$ cat src/rtl/bsp_rf_pkg.sv
package bsp_rf_pkg;

  typedef enum logic {
    MODE_INT = 1'b0,
    MODE_USR = 1'b1
  } sp_mode_e;

  typedef struct packed {
    logic mode;
    logic ie;
  } st_flags_t;

  localparam int unsigned SP_SLOTS = 2;

endpackage

$ cat src/rtl/bsp_rf_status.sv
module bsp_rf_status
  import bsp_rf_pkg::*;
#(
  parameter int unsigned DATA_W   = 16,
  parameter int unsigned MODE_BIT = 15,
  parameter int unsigned IE_BIT   = 7
) (
  input  logic              clk,
  input  logic              rst_n,
  input  logic              st_wr_en,
  input  logic [DATA_W-1:0] st_wr_data,
  output logic              mode_q,
  output logic              ie_q,
  output logic              mode_new,
  output logic              swap
);

  st_flags_t flags_q, flags_d;
  logic      unused_st_bits;

  assign unused_st_bits = ^st_wr_data;

  always_comb begin
    flags_d = flags_q;
    if (st_wr_en) begin
      flags_d.mode = st_wr_data[MODE_BIT];
      flags_d.ie   = st_wr_data[IE_BIT];
    end
  end

  always_ff @(posedge clk or negedge rst_n) begin
    if (!rst_n) begin
      flags_q <= '{mode: MODE_INT, ie: 1'b0};
    end else if (st_wr_en) begin
      flags_q <= flags_d;
    end
  end

  assign mode_q   = flags_q.mode;
  assign ie_q     = flags_q.ie;
  assign mode_new = flags_d.mode;
  assign swap     = st_wr_en && (flags_d.mode != flags_q.mode);

endmodule

$ cat src/rtl/bsp_rf_sp_bank.sv
module bsp_rf_sp_bank
  import bsp_rf_pkg::*;
#(
  parameter int unsigned DATA_W = 16
) (
  input  logic                       clk,
  input  logic                       rst_n,
  input  logic                       save_en,
  input  logic                       save_sel,
  input  logic [DATA_W-1:0]          save_data,
  input  logic                       restore_sel,
  output logic [DATA_W-1:0]          restore_data,
  output logic [SP_SLOTS*DATA_W-1:0] slots_flat
);

  logic [DATA_W-1:0] slot_q [SP_SLOTS];

  for (genvar s = 0; s < SP_SLOTS; s++) begin : g_slot
    logic              hit;
    logic [DATA_W-1:0] d;

    always_comb begin
      hit = save_en && (save_sel == s[0]);
      d   = hit ? save_data : slot_q[s];
    end

    always_ff @(posedge clk or negedge rst_n) begin
      if (!rst_n) begin
        slot_q[s] <= '0;
      end else if (hit) begin
        slot_q[s] <= d;
      end
    end

    assign slots_flat[s*DATA_W +: DATA_W] = slot_q[s];
  end

  assign restore_data = slot_q[restore_sel];

endmodule

$ cat src/rtl/bsp_rf_core.sv
module bsp_rf_core #(
  parameter int unsigned DATA_W = 16,
  parameter int unsigned NREGS  = 16,
  parameter int unsigned SP_IDX = 15,
  localparam int unsigned IW    = $clog2(NREGS)
) (
  input  logic              clk,
  input  logic              rst_n,
  input  logic              wr_en,
  input  logic [IW-1:0]     wr_idx,
  input  logic [DATA_W-1:0] wr_data,
  input  logic              sp_load_en,
  input  logic [DATA_W-1:0] sp_load_data,
  input  logic [IW-1:0]     rd_a_idx,
  output logic [DATA_W-1:0] rd_a_data,
  input  logic [IW-1:0]     rd_b_idx,
  output logic [DATA_W-1:0] rd_b_data,
  output logic [DATA_W-1:0] sp_q
);

  logic [DATA_W-1:0] rf_w [NREGS];

  for (genvar i = 0; i < NREGS; i++) begin : g_reg
    logic              wr_hit;
    logic              en;
    logic [DATA_W-1:0] d;
    logic [DATA_W-1:0] q;

    if (i == SP_IDX) begin : g_sp
      always_comb begin
        wr_hit = wr_en && (wr_idx == IW'(i));
        en     = wr_hit || sp_load_en;
        d      = wr_hit ? wr_data : sp_load_data;
      end
    end else begin : g_gpr
      always_comb begin
        wr_hit = wr_en && (wr_idx == IW'(i));
        en     = wr_hit;
        d      = wr_data;
      end
    end

    always_ff @(posedge clk or negedge rst_n) begin
      if (!rst_n) begin
        q <= '0;
      end else if (en) begin
        q <= d;
      end
    end

    assign rf_w[i] = q;
  end

  always_comb begin
    rd_a_data = rf_w[rd_a_idx];
    if (wr_en && (wr_idx == rd_a_idx)) rd_a_data = wr_data;
  end

  always_comb begin
    rd_b_data = rf_w[rd_b_idx];
    if (wr_en && (wr_idx == rd_b_idx)) rd_b_data = wr_data;
  end

  assign sp_q = rf_w[SP_IDX];

endmodule

$ cat src/rtl/bsp_regfile.sv
module bsp_regfile
  import bsp_rf_pkg::*;
#(
  parameter int unsigned DATA_W   = 16,
  parameter int unsigned NREGS    = 16,
  parameter int unsigned SP_IDX   = 15,
  parameter int unsigned MODE_BIT = 15,
  parameter int unsigned IE_BIT   = 7,
  localparam int unsigned IW      = $clog2(NREGS)
) (
  input  logic              clk,
  input  logic              rst_n,
  input  logic [IW-1:0]     rd_a_idx,
  output logic [DATA_W-1:0] rd_a_data,
  input  logic [IW-1:0]     rd_b_idx,
  output logic [DATA_W-1:0] rd_b_data,
  input  logic              wr_en,
  input  logic [IW-1:0]     wr_idx,
  input  logic [DATA_W-1:0] wr_data,
  input  logic              st_wr_en,
  input  logic [DATA_W-1:0] st_wr_data,
  output logic              stack_mode,
  output logic              int_en
);

  logic                       mode_new;
  logic                       swap;
  logic [DATA_W-1:0]          sp_q;
  logic [DATA_W-1:0]          restore_data;
  logic [SP_SLOTS*DATA_W-1:0] slots_flat;

  bsp_rf_status #(
    .DATA_W  (DATA_W),
    .MODE_BIT(MODE_BIT),
    .IE_BIT  (IE_BIT)
  ) u_status (
    .clk       (clk),
    .rst_n     (rst_n),
    .st_wr_en  (st_wr_en),
    .st_wr_data(st_wr_data),
    .mode_q    (stack_mode),
    .ie_q      (int_en),
    .mode_new  (mode_new),
    .swap      (swap)
  );

  bsp_rf_sp_bank #(
    .DATA_W(DATA_W)
  ) u_bank (
    .clk         (clk),
    .rst_n       (rst_n),
    .save_en     (st_wr_en),
    .save_sel    (stack_mode),
    .save_data   (sp_q),
    .restore_sel (mode_new),
    .restore_data(restore_data),
    .slots_flat  (slots_flat)
  );

  bsp_rf_core #(
    .DATA_W(DATA_W),
    .NREGS (NREGS),
    .SP_IDX(SP_IDX)
  ) u_core (
    .clk         (clk),
    .rst_n       (rst_n),
    .wr_en       (wr_en),
    .wr_idx      (wr_idx),
    .wr_data     (wr_data),
    .sp_load_en  (swap),
    .sp_load_data(restore_data),
    .rd_a_idx    (rd_a_idx),
    .rd_a_data   (rd_a_data),
    .rd_b_idx    (rd_b_idx),
    .rd_b_data   (rd_b_data),
    .sp_q        (sp_q)
  );

endmodule

$ cat config.mk
export PLATFORM = sky130hd
export DESIGN_NAME = bsp_regfile
export DESIGN_NICKNAME = d
export VERILOG_FILES = /design/src/rtl/bsp_rf_pkg.sv /design/src/rtl/bsp_rf_status.sv /design/src/rtl/bsp_rf_sp_bank.sv /design/src/rtl/bsp_rf_core.sv /design/src/rtl/bsp_regfile.sv
export SDC_FILE = /design/constraint.sdc
export NUM_CORES = 1
export LEC_CHECK = 0
export ABC_CLOCK_PERIOD_IN_PS = 5440
export CAP_MARGIN = 20
export CORE_ASPECT_RATIO = 1.5
export CORE_MARGIN = 1
export CORE_UTILIZATION = 65
export CTS_CLUSTER_SIZE = 10
export DETAILED_ROUTE_END_ITERATION = 16
export DONT_BUFFER_PORTS = 1
export PLACE_DENSITY = 0.88
export SYNTH_ARGS = -nofsm -noshare
export SYNTH_HDL_FRONTEND = slang
export SYNTH_HIERARCHICAL = 1
export SYNTH_SLANG_ARGS = --single-unit
$ cat constraint.sdc
create_clock -name clk -period 5.44 [get_ports clk]
set_input_delay 0.816 -clock clk [delete_from_list [all_inputs] [get_ports clk]]
set_output_delay 0.816 -clock clk [all_outputs]
set_load 0.03 [all_outputs]
======== Word level (Yosys, flattened, before mapping) ========
Cells that the tools add are included.
operators by class
  multiplexer cells ....................... 13
  eq/ne operators ......................... 18
  $lt $le $gt $ge ......................... 3
  reductions and logical operators ........ 23
  bitwise logic cells ..................... 4
operators with widths
  kind                                                             number
  16-bit 2-to-1 mux                                                10
  16-bit binary-select mux with 4-bit select                       2
  4-bit == test, second input constant                             8
  1-bit logical AND                                                21
  4-bit by 3-bit == test with 1-bit output, second input constant  4
  5-bit greater-or-equal comparator, second input constant         2
  4-bit inverter with 5-bit output                                 2
  4-bit by 2-bit == test with 1-bit output, second input constant  2
  4-bit == test                                                    2
  4-bit by 1-bit == test with 1-bit output, second input constant  1
  4-bit zero test                                                  1
  2-bit greater-or-equal comparator, second input constant         1
  2-bit 2-to-1 mux                                                 1
  1-bit inverter with 2-bit output                                 1
  1-bit logical OR                                                 1
  1-bit inequality test                                            1
  1-bit inverter                                                   1
storage, ports and cells
  logic and storage cells ................. 81
  register bits ........................... 290
  output and inout bits ................... 34
  input bits .............................. 48

======== Longest topological paths before layout ========
  depth after elaboration ................. 6
  mapped depth ............................ 6
  gate-level depth less buffers ........... 4

======== Modules after synthesis ========
Netlist, hierarchy kept.
by module, submodules not included
  module          area an instance (um2)  sequential area each (um2)  cells each  instances
  bsp_rf_core     14338.8                 6406.1                      921         1
  bsp_rf_sp_bank  1442.6                  800.8                       87          1
  bsp_rf_status   100.1                   50.0                        7           1

======== Least setup slack after synthesis ========
No wires, ideal clock.
  kind .................................... input-to-output
  start point ............................. input rd_a_idx[2]
  end point ............................... output rd_a_data[10]
  path buffers ............................ 2
  data arrival time ....................... 2286 ps
  setup slack ............................. 2338 ps
  stages .................................. 5
  required time ........................... 4624 ps
  cell sequence ........................... clkbuf_1 xor2_1 nor4_4 buf_4 mux2_2
between the ends
  longest elaborated chain between the ends .. 5
  elaborated cells on any way between the ends .. 7
  classes of those cells .................. 1 x eq/ne; 4 x mux; 1 x bitwise; 1 x reduce/logical
RTL lines
  item                                                    line               RTL
  start: declaration                                      bsp_regfile.sv:13  input logic [IW-1:0] rd_a_idx,
  4-bit inverter with 5-bit output (not written as such)  bsp_rf_core.sv:55  rd_a_data = rf_w[rd_a_idx];
  16-bit binary-select mux with 4-bit select              bsp_rf_core.sv:55
  16-bit 2-to-1 mux (not written as such) (2 in a row)    bsp_rf_core.sv:55
  16-bit 2-to-1 mux *                                     bsp_rf_core.sv:56  if (wr_en && (wr_idx == rd_a_idx)) rd_a_data = wr_data;
  end: declaration                                        bsp_regfile.sv:14  output logic [DATA_W-1:0] rd_a_data,
Mark *: on every way between the ends. The rest lies on a longest branch, timed or not. The select of a mux whose other input is x is not followed.

======== Worst setup path after layout ========
  start point ............................. register u_core.g_reg[15].q[1] (netlist: u_core/sp_q[1])
  end point ............................... output rd_b_data[1]
between the ends
  longest elaborated chain between the ends .. 4
RTL lines
  item                                                  line               RTL
  start: declaration                                    bsp_rf_core.sv:27  logic [DATA_W-1:0] q;
  start signal: assignment                              bsp_rf_core.sv:45  q <= '0;
  start signal: assignment                              bsp_rf_core.sv:47  q <= d;
  16-bit binary-select mux with 4-bit select            bsp_rf_core.sv:60  rd_b_data = rf_w[rd_b_idx];
  16-bit 2-to-1 mux (not written as such) (2 in a row)  bsp_rf_core.sv:60
  16-bit 2-to-1 mux                                     bsp_rf_core.sv:61  if (wr_en && (wr_idx == rd_b_idx)) rd_b_data = wr_data;
  end: declaration                                      bsp_regfile.sv:16  output logic [DATA_W-1:0] rd_b_data,
No other way between the ends. The select of a mux whose other input is x is not followed.

==> summary.txt <==
Clocking
  – CTS resizes: 0
  – Clock buffer depth: 3
  – Hold buffers post-CTS: 0
  – Worst-Skew Late Latency: 0.50 ns
  – CTS sink cnt: 290
  – TritonCTS clock tree: built
  – Setup Fix Bufs, Post-CTS: 0
  – CTS H-tree lvls: 2
  – Clock-pin transition on the worst setup and hold timing paths: 0.05 ns
  – Clk root buf: clkbuf_16
  – CTS buffer count: 35

Synthesis
  – Number of enable flip-flop cells after synthesis: 0
  – Asr flop ratio synth: 100%
  – Synth Area in Simple Gates: 1.69%
  – Largest family of logic cells by synthesized area: multiplexers
  – Netlist cell types: 26
  – Post-synthesis mux area share: between 40 and 50%
  – Ys flop type: dfrtp_1
  – Post-synthesis register bit count: 290
  – Most frequent cells after synthesis: mux2_2, dfrtp_1, mux4_2
  – Syn Inst Count: about 1.0k
  – Mapped Nets: 1,063
  – Area leader, netlist: dfrtp_1
  – Synth top area share: 45.7%
  – Synth area leaders: dfrtp_1, mux2_2, mux4_2, mux2i_1, buf_6
  – Yosys warnings: 6
  – Synthesized area per cell: between 15 and 20 µm²
  – Post-synthesis xor/xnor area fraction: less than 1%
  – Mapped cell area: 15,900 µm²
  – Synth Area in Adders: 0%
  – Compound-Gate Fraction of Synth Area: 0.504%
  – Most frequent cell after synthesis: mux2_2
  – Sequential fraction of the synthesis area: 45.7%

Timing
  – Final cycle utilization of the critical path: between 50% and 60%
  – Fmax: roughly 330 MHz
  – Setup ws final: 2.43 ns
  – Final hold slack: 0.0170 ns
  – Final Slew Violations: 0
  – Slew margin rel.: 42.8%
  – Worst slew pin tran: 0.854 ns
  – Min Tclk post-route: 3.01 ns
  – Setup_tns: 0 ns
  – RSZ-0062 raised after global routing: false
  – Final Hold Viols: 0
  – Clock skew: 0.00983 ns
  – Final setup viols: 0

Worst setup path
  – Worst EP arrival: 2.19 ns
  – Most common cell type on the critical path: mux2i_1
  – Crit path launch type: flop
  – FF-to-FF path depth: 4
  – Worst stage delay on the critical path: ~0.48 ns
  – Worst Setup End Kind: output pin
  – Critical path's slowest cell: mux4_2
  – CP Data Required Time: 4.62 ns
  – Crit path max fanout: 5
  – Worst setup startpoint: u_core/sp_q[1]
  – CP Class: reg -> out
  – RR Startpoint: u_status/mode_q
  – Worst R2R End: u_core/sp_q[12]
  – Cell Chain, Critical Path: mux4_2 > mux2i_1 > mux2i_1 > mux2_2
  – Reg-to-reg slack, setup: 3.34 ns

GRT
  – Wire length of the first global-routing pass: 58,800 µm
  – GR Util met2: 52.2%
  – Most Used Layer, Global Route: met2
  – Initial antenna violation count: 0
  – Pin count of the biggest net entering global routing: 291
  – Total track usage: 31.9%
  – GRT met3 Usage: a little under 7%
  – GR Overflow Total: 0
  – Vias in the first global route: 10.4k
  – Grt met1 use: 41.0%

Floorplanning
  – Core area: 23,800 µm²
  – Die height: 193 µm
  – Initial Util: 66.7%
  – IO Pins: 82
  – Rows: between 60 and 70
  – Die area: 25,100 µm²
  – Chip Width: 130 µm

Run
  – Max_cap viols: 0

Power
  – Pwr/cell area: 407 nW/µm²
  – Clock Power Share: 29.5%
  – Tot Pwr: 6.89 mW
  – Pleak: between 7 and 8 nW
  – Switch Pwr: around 1.9 mW
  – Combinational power share: 24.6%
  – P_int: 5.00 mW
  – Switching portion of total power: a little over a quarter
  – Max IR drop VDD: between 0.0003 and 0.0004 V
  – Reg power frac: 45.9%

Detailed routing
  – TritonRoute pass-1 iters: 5
  – Antenna Nets Post-Route: 0
  – DR vias: roughly 9.4k
  – DR WL/cell: 29.0 µm
  – Drt first-iter violations: 568
  – Drt drc: 0
  – Final wirelength: roughly 38,000 µm
  – Vias per cell: 7.20

Layout
  – Area of the multi-input gates: 8120 µm²
  – Fill count: around 1.5k
  – Antenna fix cells: 0
  – Non-Filler Instances: 1,302
  – Synthesis-to-layout area growth: 6.57%
  – Flip-flop and latch area: 7260 µm²
  – Layout Nets: 1,026
  – Share of cells above drive strength 1: between 50 and 60%

Hold path
  – Hold WC Path Type: in -> async

Run status
  – Status: complete, no violations

Placement
  – PortBufs: 0
  – HPWL after DPL: between 20,000 and 25,000 µm
  – Post-Place Setup Slack: ~2.5 ns
  – Placed cell count: 1,259
  – Routability cong.: 0.751
## state kept, by name, indices dropped and copies added, names as in the netlist
name               flops
u_bank/slots_flat     32
u_core/g.q           240
u_core/sp_q           16
u_status/ie_q          1
u_status/mode_q        1
## power groups by stage
| stage | clock, mW | sequential [mW] | combinational [mW] |
|---|---|---|---|
| 3_5_place_dp | 0 | 3.17 | 1.67 |
| 4_1_cts | 2.06 | 3.15 | 1.69 |
| 6_report | 2.03 | 3.16 | 1.69 |
| 3_3_place_gp | 0 | 3.10 | 1.61 |
| 5_1_grt | 2.15 | 3.23 | 1.79 |
| 2_1_floorplan | 0 | 3.02 | 1.55 |
## metrics by stage
step	utilization, %	area (µm²)
floorplan	-	15900
global placement	66.6	15900
detailed placement	66.9	15900
CTS	70.9	16900
global route	71.0	16900
finish	71.0	16900
## worst max path at each step
stage	cells past startpoint	endpoint
floorplan	5	rd_a_data[10]
global placement	4	rd_b_data[5]
detailed placement	4	rd_b_data[5]
CTS	4	rd_b_data[1]
global route	4	rd_b_data[1]
finish	4	rd_b_data[1]
## logic make-up after synthesis
group	count (synthesis)
multiplexers	563
AO/OA/AOI/OAI	16
XOR/XNOR	9
buffers and inverters	90
flip-flops	290
AND/OR/NAND/NOR	47
## layer usage
metal | vias to the layer above | wire, µm
met2 | 393 | 19400
met3 | 131 | 2580
met5 | - | 0
li1 | 3797 | -
met4 | 0 | 1640
met1 | 5047 | 14100
## area by class of cell
| cell class | count | share of cell area [%] |
|---|---|---|
| Clock buffer | 41 | 5.62 |
| Clock inverter | 1 | 0.0444 |
| Multi-Input combinational cell | 635 | 48.0 |
| Sequential cell | 290 | 42.9 |
| Tap cell | 319 | 2.36 |
| Timing Repair Buffer | 16 | 1.11 |
## cell usage in the layout, fill, tap and decap left out, types with 7 or more instances in the layout
master,Yosys,routed
nor2_2,0,7
clkbuf_16,0,37
mux2_2,313,313
dfrtp_1,290,290
mux4_2,128,128
xor2_1,7,7
nand2_1,19,19
buf_4,4,12
o21ai_0,16,16
mux2_4,10,10
mux2i_1,112,112
## critical path, delay by kind of cell (launching register included)
kind          cells  cell delay (ns)
flip-flops        1             0.42
multiplexers      4             1.27
Power figures use the tool's default switching activity.
